$ cat src/rtl/daf_pkg.sv
package daf_pkg;
  // register map
  localparam int unsigned REG_STA0 = 0;
  localparam int unsigned REG_MODE = 3;
  // mode bit positions
  localparam int unsigned MODE_PROMISC = 15;
  localparam int unsigned MODE_NO_BC   = 14;
  localparam int unsigned MODE_NO_STA  = 13;
endpackage

$ cat src/rtl/daf_regs.sv
module daf_regs #(
  parameter int unsigned REG_W = 16,
  parameter int unsigned NREGS = 3,
  parameter int unsigned RA_W  = 3
) (
  input  logic                   clk,
  input  logic                   rst,
  input  logic                   halt,
  input  logic [RA_W-1:0]        addr,
  input  logic                   we,
  input  logic [REG_W-1:0]       wdata,
  output logic [REG_W-1:0]       rdata,
  output logic [NREGS*REG_W-1:0] station,
  output logic [REG_W-1:0]       mode
);
  localparam int unsigned MODE_ADDR = NREGS;

  logic wr_ok;
  assign wr_ok = we & halt;

  // station words: no reset, hold until written
  for (genvar g = 0; g < NREGS; g++) begin : g_sta
    always_ff @(posedge clk) begin
      if (wr_ok && addr == RA_W'(g))
        station[g*REG_W +: REG_W] <= wdata;
    end
  end

  always_ff @(posedge clk) begin
    if (rst)
      mode <= '0;
    else if (wr_ok && addr == RA_W'(MODE_ADDR))
      mode <= wdata;
  end

  logic [REG_W-1:0] rd_mux;
  always_comb begin
    rd_mux = '0;
    for (int i = 0; i < NREGS; i++)
      if (addr == RA_W'(i)) rd_mux = station[i*REG_W +: REG_W];
    if (addr == RA_W'(MODE_ADDR)) rd_mux = mode;
  end

  always_ff @(posedge clk) begin
    if (rst) rdata <= '0;
    else     rdata <= rd_mux;
  end
endmodule

$ cat src/rtl/daf_match.sv
module daf_match #(
  parameter int unsigned ADDR_BITS = 48,
  parameter int unsigned CNT_W     = $clog2(ADDR_BITS)
) (
  input  logic                 clk,
  input  logic                 rst,
  input  logic                 rx_valid,
  input  logic                 rx_sof,
  input  logic                 rx_bit,
  input  logic [ADDR_BITS-1:0] station,
  input  logic                 promisc,
  input  logic                 no_bc,
  input  logic                 no_sta,
  output logic                 res_valid,
  output logic                 res_accept
);
  localparam logic [CNT_W-1:0] LAST = CNT_W'(ADDR_BITS - 1);

  logic [CNT_W-1:0] cnt_q, idx;
  logic             active_q, ones_q, eq_q;
  logic             take, ones_n, eq_n, last;

  always_comb begin
    take   = rx_valid & (rx_sof | active_q);
    idx    = rx_sof ? '0 : cnt_q;
    ones_n = (rx_sof | ones_q) & rx_bit;
    eq_n   = (rx_sof | eq_q) & (rx_bit == station[idx]);
    last   = (idx == LAST);
  end

  always_ff @(posedge clk) begin
    if (rst) begin
      cnt_q      <= '0;
      active_q   <= 1'b0;
      ones_q     <= 1'b0;
      eq_q       <= 1'b0;
      res_valid  <= 1'b0;
      res_accept <= 1'b0;
    end else begin
      res_valid  <= 1'b0;
      res_accept <= 1'b0;
      if (take) begin
        ones_q   <= ones_n;
        eq_q     <= eq_n;
        cnt_q    <= idx + 1'b1;
        active_q <= ~last;
        if (last) begin
          res_valid  <= 1'b1;
          res_accept <= promisc | (ones_n & ~no_bc) | (eq_n & ~no_sta);
        end
      end
    end
  end
endmodule

$ cat src/rtl/dest_addr_filter.sv
module dest_addr_filter
  import daf_pkg::*;
#(
  parameter int unsigned ADDR_BITS = 48,
  parameter int unsigned REG_W     = 16,
  parameter int unsigned RA_W      = 3
) (
  input  logic             clk,
  input  logic             rst,
  input  logic             halt,
  input  logic [RA_W-1:0]  reg_addr,
  input  logic             reg_we,
  input  logic [REG_W-1:0] reg_wdata,
  output logic [REG_W-1:0] reg_rdata,
  input  logic             rx_valid,
  input  logic             rx_sof,
  input  logic             rx_bit,
  output logic             res_valid,
  output logic             res_accept
);
  localparam int unsigned NREGS = ADDR_BITS / REG_W;

  logic [ADDR_BITS-1:0] station_q;
  logic [REG_W-1:0]     mode_q;

  daf_regs #(.REG_W(REG_W), .NREGS(NREGS), .RA_W(RA_W)) u_regs (
    .clk(clk), .rst(rst), .halt(halt), .addr(reg_addr), .we(reg_we),
    .wdata(reg_wdata), .rdata(reg_rdata), .station(station_q), .mode(mode_q)
  );

  daf_match #(.ADDR_BITS(ADDR_BITS)) u_match (
    .clk(clk), .rst(rst), .rx_valid(rx_valid), .rx_sof(rx_sof), .rx_bit(rx_bit),
    .station(station_q), .promisc(mode_q[MODE_PROMISC]),
    .no_bc(mode_q[MODE_NO_BC]), .no_sta(mode_q[MODE_NO_STA]),
    .res_valid(res_valid), .res_accept(res_accept)
  );
endmodule

$ cat config.mk
export PLATFORM = sky130hd
export DESIGN_NAME = dest_addr_filter
export DESIGN_NICKNAME = d
export VERILOG_FILES = /design/src/rtl/daf_pkg.sv /design/src/rtl/daf_regs.sv /design/src/rtl/daf_match.sv /design/src/rtl/dest_addr_filter.sv
export SDC_FILE = /design/constraint.sdc
export NUM_CORES = 1
export LEC_CHECK = 0
export BUFFER_PORTS_ARGS = -buffer_cell sky130_fd_sc_hd__buf_2
export CAP_MARGIN = 20
export CELL_PAD_IN_SITES_DETAIL_PLACEMENT = 1
export CELL_PAD_IN_SITES_GLOBAL_PLACEMENT = 2
export CORE_ASPECT_RATIO = 1.2
export CORE_MARGIN = 10
export CORE_UTILIZATION = 37
export CTS_CLUSTER_SIZE = 14
export DETAILED_ROUTE_END_ITERATION = 10
export HOLD_SLACK_MARGIN = 0.03
export PLACE_DENSITY = 0.85
export SLEW_MARGIN = 20
export SYNTH_ARGS = -nofsm -noshare
export SYNTH_HDL_FRONTEND = slang
export SYNTH_SLANG_ARGS = --single-unit
$ cat constraint.sdc
create_clock -name clk -period 3.62 [get_ports clk]
set_clock_uncertainty 0.05 [all_clocks]
set_input_delay 0.181 -clock clk [delete_from_list [all_inputs] [get_ports clk]]
set_output_delay 0.181 -clock clk [all_outputs]
set_load 0.05 [all_outputs]
==> results of run 1 <==
[cell families (layout without fill, tap and decap cells)]
kind of cell    Yosys count  in the layout
xor+xnor                  1              1
compound gates           86             86
fa+ha+maj                 1              1
mux                      33             33
buf+inv                  29             88
simple gates            139            139
flops                    91             91
[cell type report]
class	instances	area (µm²)
clock buffer	12	246
tap	129	161
inverter	4	15.0
timing repair buffer	68	443
fill	1199	5670
clock inverter	4	98.8
sequential	91	2300
multi-input combinational	260	1530
[layout by cell type (no fill, tap or decap), types with 2 or more instances in the layout]
cell type | synthesis | layout
dfxtp_1 | 43 | 43
dlygate4sd3_1 | 0 | 16
nand3_1 | 3 | 3
a211oi_1 | 4 | 4
o21ai_0 | 6 | 6
clkbuf_1 | 15 | 2
clkbuf_16 | 0 | 9
nor3b_1 | 3 | 3
mux4_2 | 2 | 2
buf_4 | 1 | 9
a22oi_1 | 2 | 2
a2111oi_0 | 2 | 2
o22ai_1 | 3 | 3
nand2_1 | 48 | 48
a21oi_1 | 52 | 52
nor2_1 | 66 | 66
edfxtp_1 | 48 | 48
nor3_1 | 3 | 3
bufinv_16 | 0 | 3
nor2b_1 | 6 | 6
buf_2 | 2 | 43
nor4b_2 | 0 | 2
o31ai_1 | 2 | 2
nand2b_1 | 3 | 3
inv_1 | 4 | 4
mux2i_1 | 29 | 29
[power groups by stage]
stage,Clock (µW),Sequential (µW),Combinational [µW]
finish,1090,1130,189
global route,1150,1130,208
CTS,1120,1130,190
detailed placement,0,1150,175
global placement,0,1150,170
floorplan,0,1160,100
[layer usage]
layer	GRT usage [%]	wire (µm)	vias up
met1	17.4	4680	1528
met5	0	0	-
met3	3.66	452	11
li1	-	-	1458
met2	25.1	5610	62
met4	6.90	199	0
[worst paths after layout]
path	startpoint	end	slack [ns]	cells after the start
worst max-delay path	u_match.cnt_q[0]	u_match.res_accept	0.65	7
worst min-delay path	rx_bit	u_match.eq_q	0.16	3
worst max register to register	u_match.cnt_q[0]	u_match.res_accept	0.65	7
worst min register to register	u_regs.mode[6]	u_regs.mode[6]	0.41	2
[state kept, by name, summed over array words and instances (netlist names)]
signal and flops:
u_regs.station 48, u_regs.mode 16, u_regs.rdata 16, u_match.cnt_q 6, u_match.active_q 1, u_match.eq_q 1
u_match.ones_q 1, u_match.res_accept 1, u_match.res_valid 1
[metrics by stage]
stage               std cells  hold WS, ns  area (µm²)  utilization [%]  worst slack, ns
global placement          536        0.353        4290             41.0            0.773
detailed placement        536        0.354        4290             41.0            0.683
floorplan                 380        0.230        3940                -            0.733
global route              568        0.182        4800             45.9            0.390
finish                    568        0.164        4800             45.9            0.652
CTS                       568        0.156        4800             45.9            0.645
[worst register-to-register path, cell delays in order, from the launching register on]
cell	delay, ns
dfxtp_1	0.96
nand2b_1	0.36
mux2i_1	0.26
nor2_1	0.06
o311a_1	0.35
or4_4	0.50
a211oi_2	0.24
o31a_1	0.14
==> summary.md, run 1 <==
| Metric | Value |
|---|---|
| Status | `complete, no violations` |
| Unrepaired setup endpoints after global routing | `false` |
| Adder-cell area share of the yosys netlist | `0.318%` |
| Leak | `0.00181 µW` |
| Min cycle time layout | `2.97 ns` |
| Mapped Area | `3940 µm²` |
| Initial antenna violation count | `0` |
| Post-synthesis sequential area ratio | `58.4%` |
| Cts hold-fix bufs | `16` |
| Starting Density | `37.6%` |
| Syn. warnings | `0` |
| DIE WIDTH | `114 µm` |
| CORE AREA | `10500 µm²` |
| Nets | `461` |
| Worst skew pair latency | `0.35 ns` |
| I/O Pins | `44` |
| WS Path Type | `reg2reg` |
| Area grow syn2layout | `21.8%` |
| Drt wl/cell | `19.3 µm` |
| Critical Path RT | `3.86 ns` |
| Worst Max-Slew Pin Slew | `0.975 ns` |
| Row count | `41` |
| Syn Area/Cell | `10.4 µm²` |
| CP peak stage delay | `0.96 ns` |
| P_sw | `532 µW` |
| Setup Buffers After CTS | `0` |
| XOR/XNOR Fraction of Synth Area | `0.222%` |
| Worst-case clock buffer depth | `2` |
| Synth cell count leaders | `66 x nor2_1, 52 x a21oi_1, 48 x edfxtp_1, 48 x nand2_1, 43 x dfxtp_1` |
| First-pass GRT wire length | `17900 µm` |
| Drt first pass iters | `4` |
| Max-slew headroom | `34.9%` |
| CP delay by family, top | `flip-flops` |
| Clock power share | `45.3%` |
| Total Routed Length | `10900 µm` |
| H-tree Lvls | `3` |
| Vias/cell | `5.39` |
| Cell taking the most area after synthesis | `edfxtp_1` |
| Tot Pwr | `2410 µW` |
| Ratio of cells with drive above 1 in the final layout | `17.5%` |
| Gpl congestion | `0.859` |
| Fmax | `337 MHz` |
| Worst path arrival time | `3.21 ns` |
| Critical-path cell list | `nand2b_1 > mux2i_1 > nor2_1 > o311a_1 > or4_4 > a211oi_2 > o31a_1` |
| Cts repair resizes | `0` |
| Gate Count Post-Synth | `380` |
| HP Class | `in2reg` |
| Post-synthesis mux area share | `9.46%` |
| Top-count cell post-synth | `nor2_1` |
| TritonCTS clock tree | `yes` |
| TNS Setup | `0 ns` |
| Area share of the largest cell type after synthesis | `36.6%` |
| Power Internal | `1880 µW` |
| Kind of end point of the critical path | `flop` |
| Net Sw Frac | `22.1%` |
| Sequential power share | `46.8%` |
| Pwr Density | `502 nW/µm²` |
| Pins Over Slew Limit | `0` |
| Die area | `15200 µm²` |
| GRT Total Usage | `14.9%` |
| Post-DRT Antenna Nets | `0` |
| Die Ht | `133 µm` |
| Vias in the first global route | `3406` |
| CP max stage cell | `dfxtp_1` |
| Cell variety after synth | `50` |
| Top_reg_cell synth | `edfxtp_1` |
| CP max FO | `23` |
| Drt initial violations | `141` |
| GR Overflow Total | `0` |
| Post-synth EDFFs | `48` |
| PortBufs | `43` |
| Root Driver | `clkbuf_16` |
| Largest net degree at the start of global routing | `43` |
| VDD IR max | `0.244 mV` |
| Maximum capacitance violations | `0` |
| # diodes | `0` |
| Largest family of logic cells by synthesized area | `simple AND/OR/NAND/NOR gates` |
| Dpl hpwl | `7550 µm` |
| FF+latch count, synth | `91` |
| Combinational Power Share | `7.8%` |
| Crit share post-route | `82.0%` |
| Top area cells in the synthesized netlist | `edfxtp_1 37%, dfxtp_1 22%, mux2i_1 7.4%` |
| Async SR Flop Fraction | `0%` |
| Post-synthesis compound-gate area fraction | `13.2%` |
| Setup crit start kind | `flop` |
| DR vias | `3059` |
| Buf/Inv on CP | `0` |
| Syn nets | `407` |
| Clock sinks | `91` |
| Clock slew at reported path FFs | `0.06 ns` |
| Synth Area in Simple Gates | `15.2%` |
| Final Hold Fails | `0` |
| Endpoints failing setup | `0` |
| DRC Markers | `0` |
| CTS Buf Count | `9` |
No activity file was read; power rests on OpenSTA's default activity.
==> run 2, diff against run 1 <==
==> constraint.sdc (replaced) <==
create_clock -name clk -period 2.8 [get_ports clk]
set_clock_uncertainty 0.05 [all_clocks]
set_input_delay 0.14 -clock clk [delete_from_list [all_inputs] [get_ports clk]]
set_output_delay 0.14 -clock clk [all_outputs]
set_load 0.05 [all_outputs]
==> run 2 against run 1 <==
- sequential share of layout area rose by 0.35 points
- design area fell by 0.68%
- power rose by 17%
- largest power group unchanged
- clock power barely moved
- worst hold slack got worse by 0.046 ns
- sequential power rose by 29%
- highest routed layer unchanged
==> summary.md, run 2 (synthesis gave the netlist of run 1 again) <==
| Metric | Value |
|---|---|
| Status | `complete, no violations` |
| Endpoints failing setup | `0` |
| PortBufs | `43` |
| Cells on worst reg2reg path | `7` |
| CP peak stage delay | `0.74 ns` |
| Min cycle time layout | `2.47 ns` |
| Biggest regs | `u_regs.station (48), u_regs.mode (16), u_regs.rdata (16)` |
| DR vias | `3114` |
| Most frequent cells in the layout | `66 x nor2_1, 52 x a21oi_1, 48 x nand2_1, 48 x edfxtp_1, 43 x buf_2` |
| Fmax | `405 MHz` |
| Unrepaired setup endpoints after global routing | `false` |
| VDD IR max | `0.296 mV` |
| Kind of end point of the critical path | `flop` |
| Register with the most flip-flops | `u_regs.station` |
| CORE AREA | `10500 µm²` |
| Ratio of cells with drive above 1 in the final layout | `18.4%` |
| GR Overflow Total | `0` |
| Crit. path cell count | `7` |
| Pins Over Slew Limit | `0` |
| RR Startpoint | `u_match.cnt_q[1]` |
| # diodes | `0` |
| WS Path Type | `reg2reg` |
| CP max FO | `16` |
| Final Hold Fails | `0` |
| Drt wl/cell | `18.9 µm` |
| CTS Buf Count | `9` |
| Crit share post-route | `88.2%` |
| DIE WIDTH | `114 µm` |
| CP Launch Point | `u_match.cnt_q[1]` |
| Vias/cell | `5.43` |
| HP Class | `in2reg` |
| Nets | `467` |
| CP delay by family, top | `flip-flops` |
| PnR worst setup slack | `0.332 ns` |
| Worst R2R Setup Slack | `0.33 ns` |
| Leak | `0.00180 µW` |
| Worst-case clock buffer depth | `2` |
| Post-DRT Antenna Nets | `0` |
| Largest net degree at the start of global routing | `43` |
| GRT Total Usage | `14.6%` |
| Total Routed Length | `10900 µm` |
| Worst Max-Slew Pin Slew | `0.801 ns` |
| H-tree Lvls | `3` |
| Maximum capacitance violations | `0` |
| Area grow syn2layout | `21.0%` |
| TritonCTS clock tree | `yes` |
| Number of flip-flops in the largest register | `48` |
| Layout Cells excl Fill | `574` |
| Gpl congestion | `0.834` |
| Drt initial violations | `160` |
| Setup crit start kind | `flop` |
| Pwr Density | `591 nW/µm²` |
| CP max stage cell | `dfxtp_1` |
| Vias in the first global route | `3391` |
| Place WS | `0.156 ns` |
| Max-slew headroom | `46.5%` |
| Die Ht | `133 µm` |
| Dpl hpwl | `7720 µm` |
| Worst skew pair latency | `0.34 ns` |
| Root Driver | `clkbuf_16` |
| Placed cell count | `542` |
| Critical Path RT | `3.04 ns` |
| CP Capture Point | `u_match.res_accept` |
| Worst r2r dst | `u_match.res_accept` |
| Clock slew at reported path FFs | `0.06 ns` |
| Row count | `41` |
| Commonest non-fill, non-tap cell in the layout | `nor2_1` |
| DRC Markers | `0` |
| Drt first pass iters | `4` |
| Critical-path cell list | `mux4_2 > nor3_1 > o21ai_0 > o311a_1 > or4_4 > a211oi_2 > o31a_1` |
| First-pass GRT wire length | `17900 µm` |
| Starting Density | `37.6%` |
| Clock sinks | `91` |
| Initial antenna violation count | `0` |
| Buf/Inv on CP | `0` |
| I/O Pins | `44` |
| Die area | `15200 µm²` |
| Worst hold margin | `0.118 ns` |
| Worst path arrival time | `2.71 ns` |
| Fillers | `1184` |
-- run 2: changes by cell type in the layout (fill, tap and decap cells not counted), sizes merged --
cell      previous run  this run
buf                 52        58
bufinv               3         0
clkinv               0         2
clkbuf              12        13
clkinvlp             0         1
inv                  5         4
-- run 2: power breakdown --
| part | total (µW) | switching, µW | internal (µW) | leakage, µW |
|---|---|---|---|---|
| Sequential | 1460 | 21.2 | 1430 | 0.000783 |
| Clock | 1110 | 488 | 622 | 0.000127 |
| Combinational | 254 | 155 | 98.9 | 0.000886 |
-- run 2: area by class of cell --
cell class	instances	area, µm²	share of cell area [%]
sequential	91	2300	48.3
multi-input combinational	260	1530	32.2
timing repair buffer	74	488	10.2
clock buffer	13	250	5.25
tap	129	161	3.39
clock inverter	3	16.3	0.341
inverter	4	15.0	0.315
-- run 2: worst min-delay path by stage --
stage	slack, ns	endpoint	from	depth (start not counted)
after floorplan	0.19	u_regs.station[0]	reg_wdata[0]	0
after global placement	0.31	u_regs.station[23]	reg_wdata[7]	1
after detailed placement	0.32	u_regs.station[36]	reg_wdata[4]	1
after CTS	0.11	u_match.eq_q	rx_bit	3
after global routing	0.14	u_match.eq_q	rx_bit	3
final	0.12	u_match.eq_q	rx_bit	3
-- run 2: through the flow --
stage	area (µm²)	setup TNS (ns)	total power [µW]	util, %
global route	4770	0	2930	45.6
global placement	4340	0	1710	41.5
finish	4770	0	2820	45.6
CTS	4770	0	2840	45.5
detailed placement	4340	0	1720	41.5
floorplan	3940	-1.47	1630	-
-- run 2: per-layer routing --
layer	track usage, %	routed length, µm	vias up	part of all wire, %
met2	24.7	5580	57	51
met1	17.9	4700	1574	43
met3	3.35	453	9	4.2
met4	4.32	127	0	1.2
met5	0	0	-	0
li1	-	-	1474	-
-- run 2: what timing repair did --
item	4_1_cts	5_1_grt
hold endpoints to repair	59	0
gates resized for setup	0	1
hold buffers	16	0
setup endpoints to repair	0	1
buffers inserted	0	0
-- run 2: worst min-delay path, delay by kind of cell --
family,cells,cell delay (ns)
AO/OA/AOI/OAI,2,0.20
buffers and inverters,1,0.12
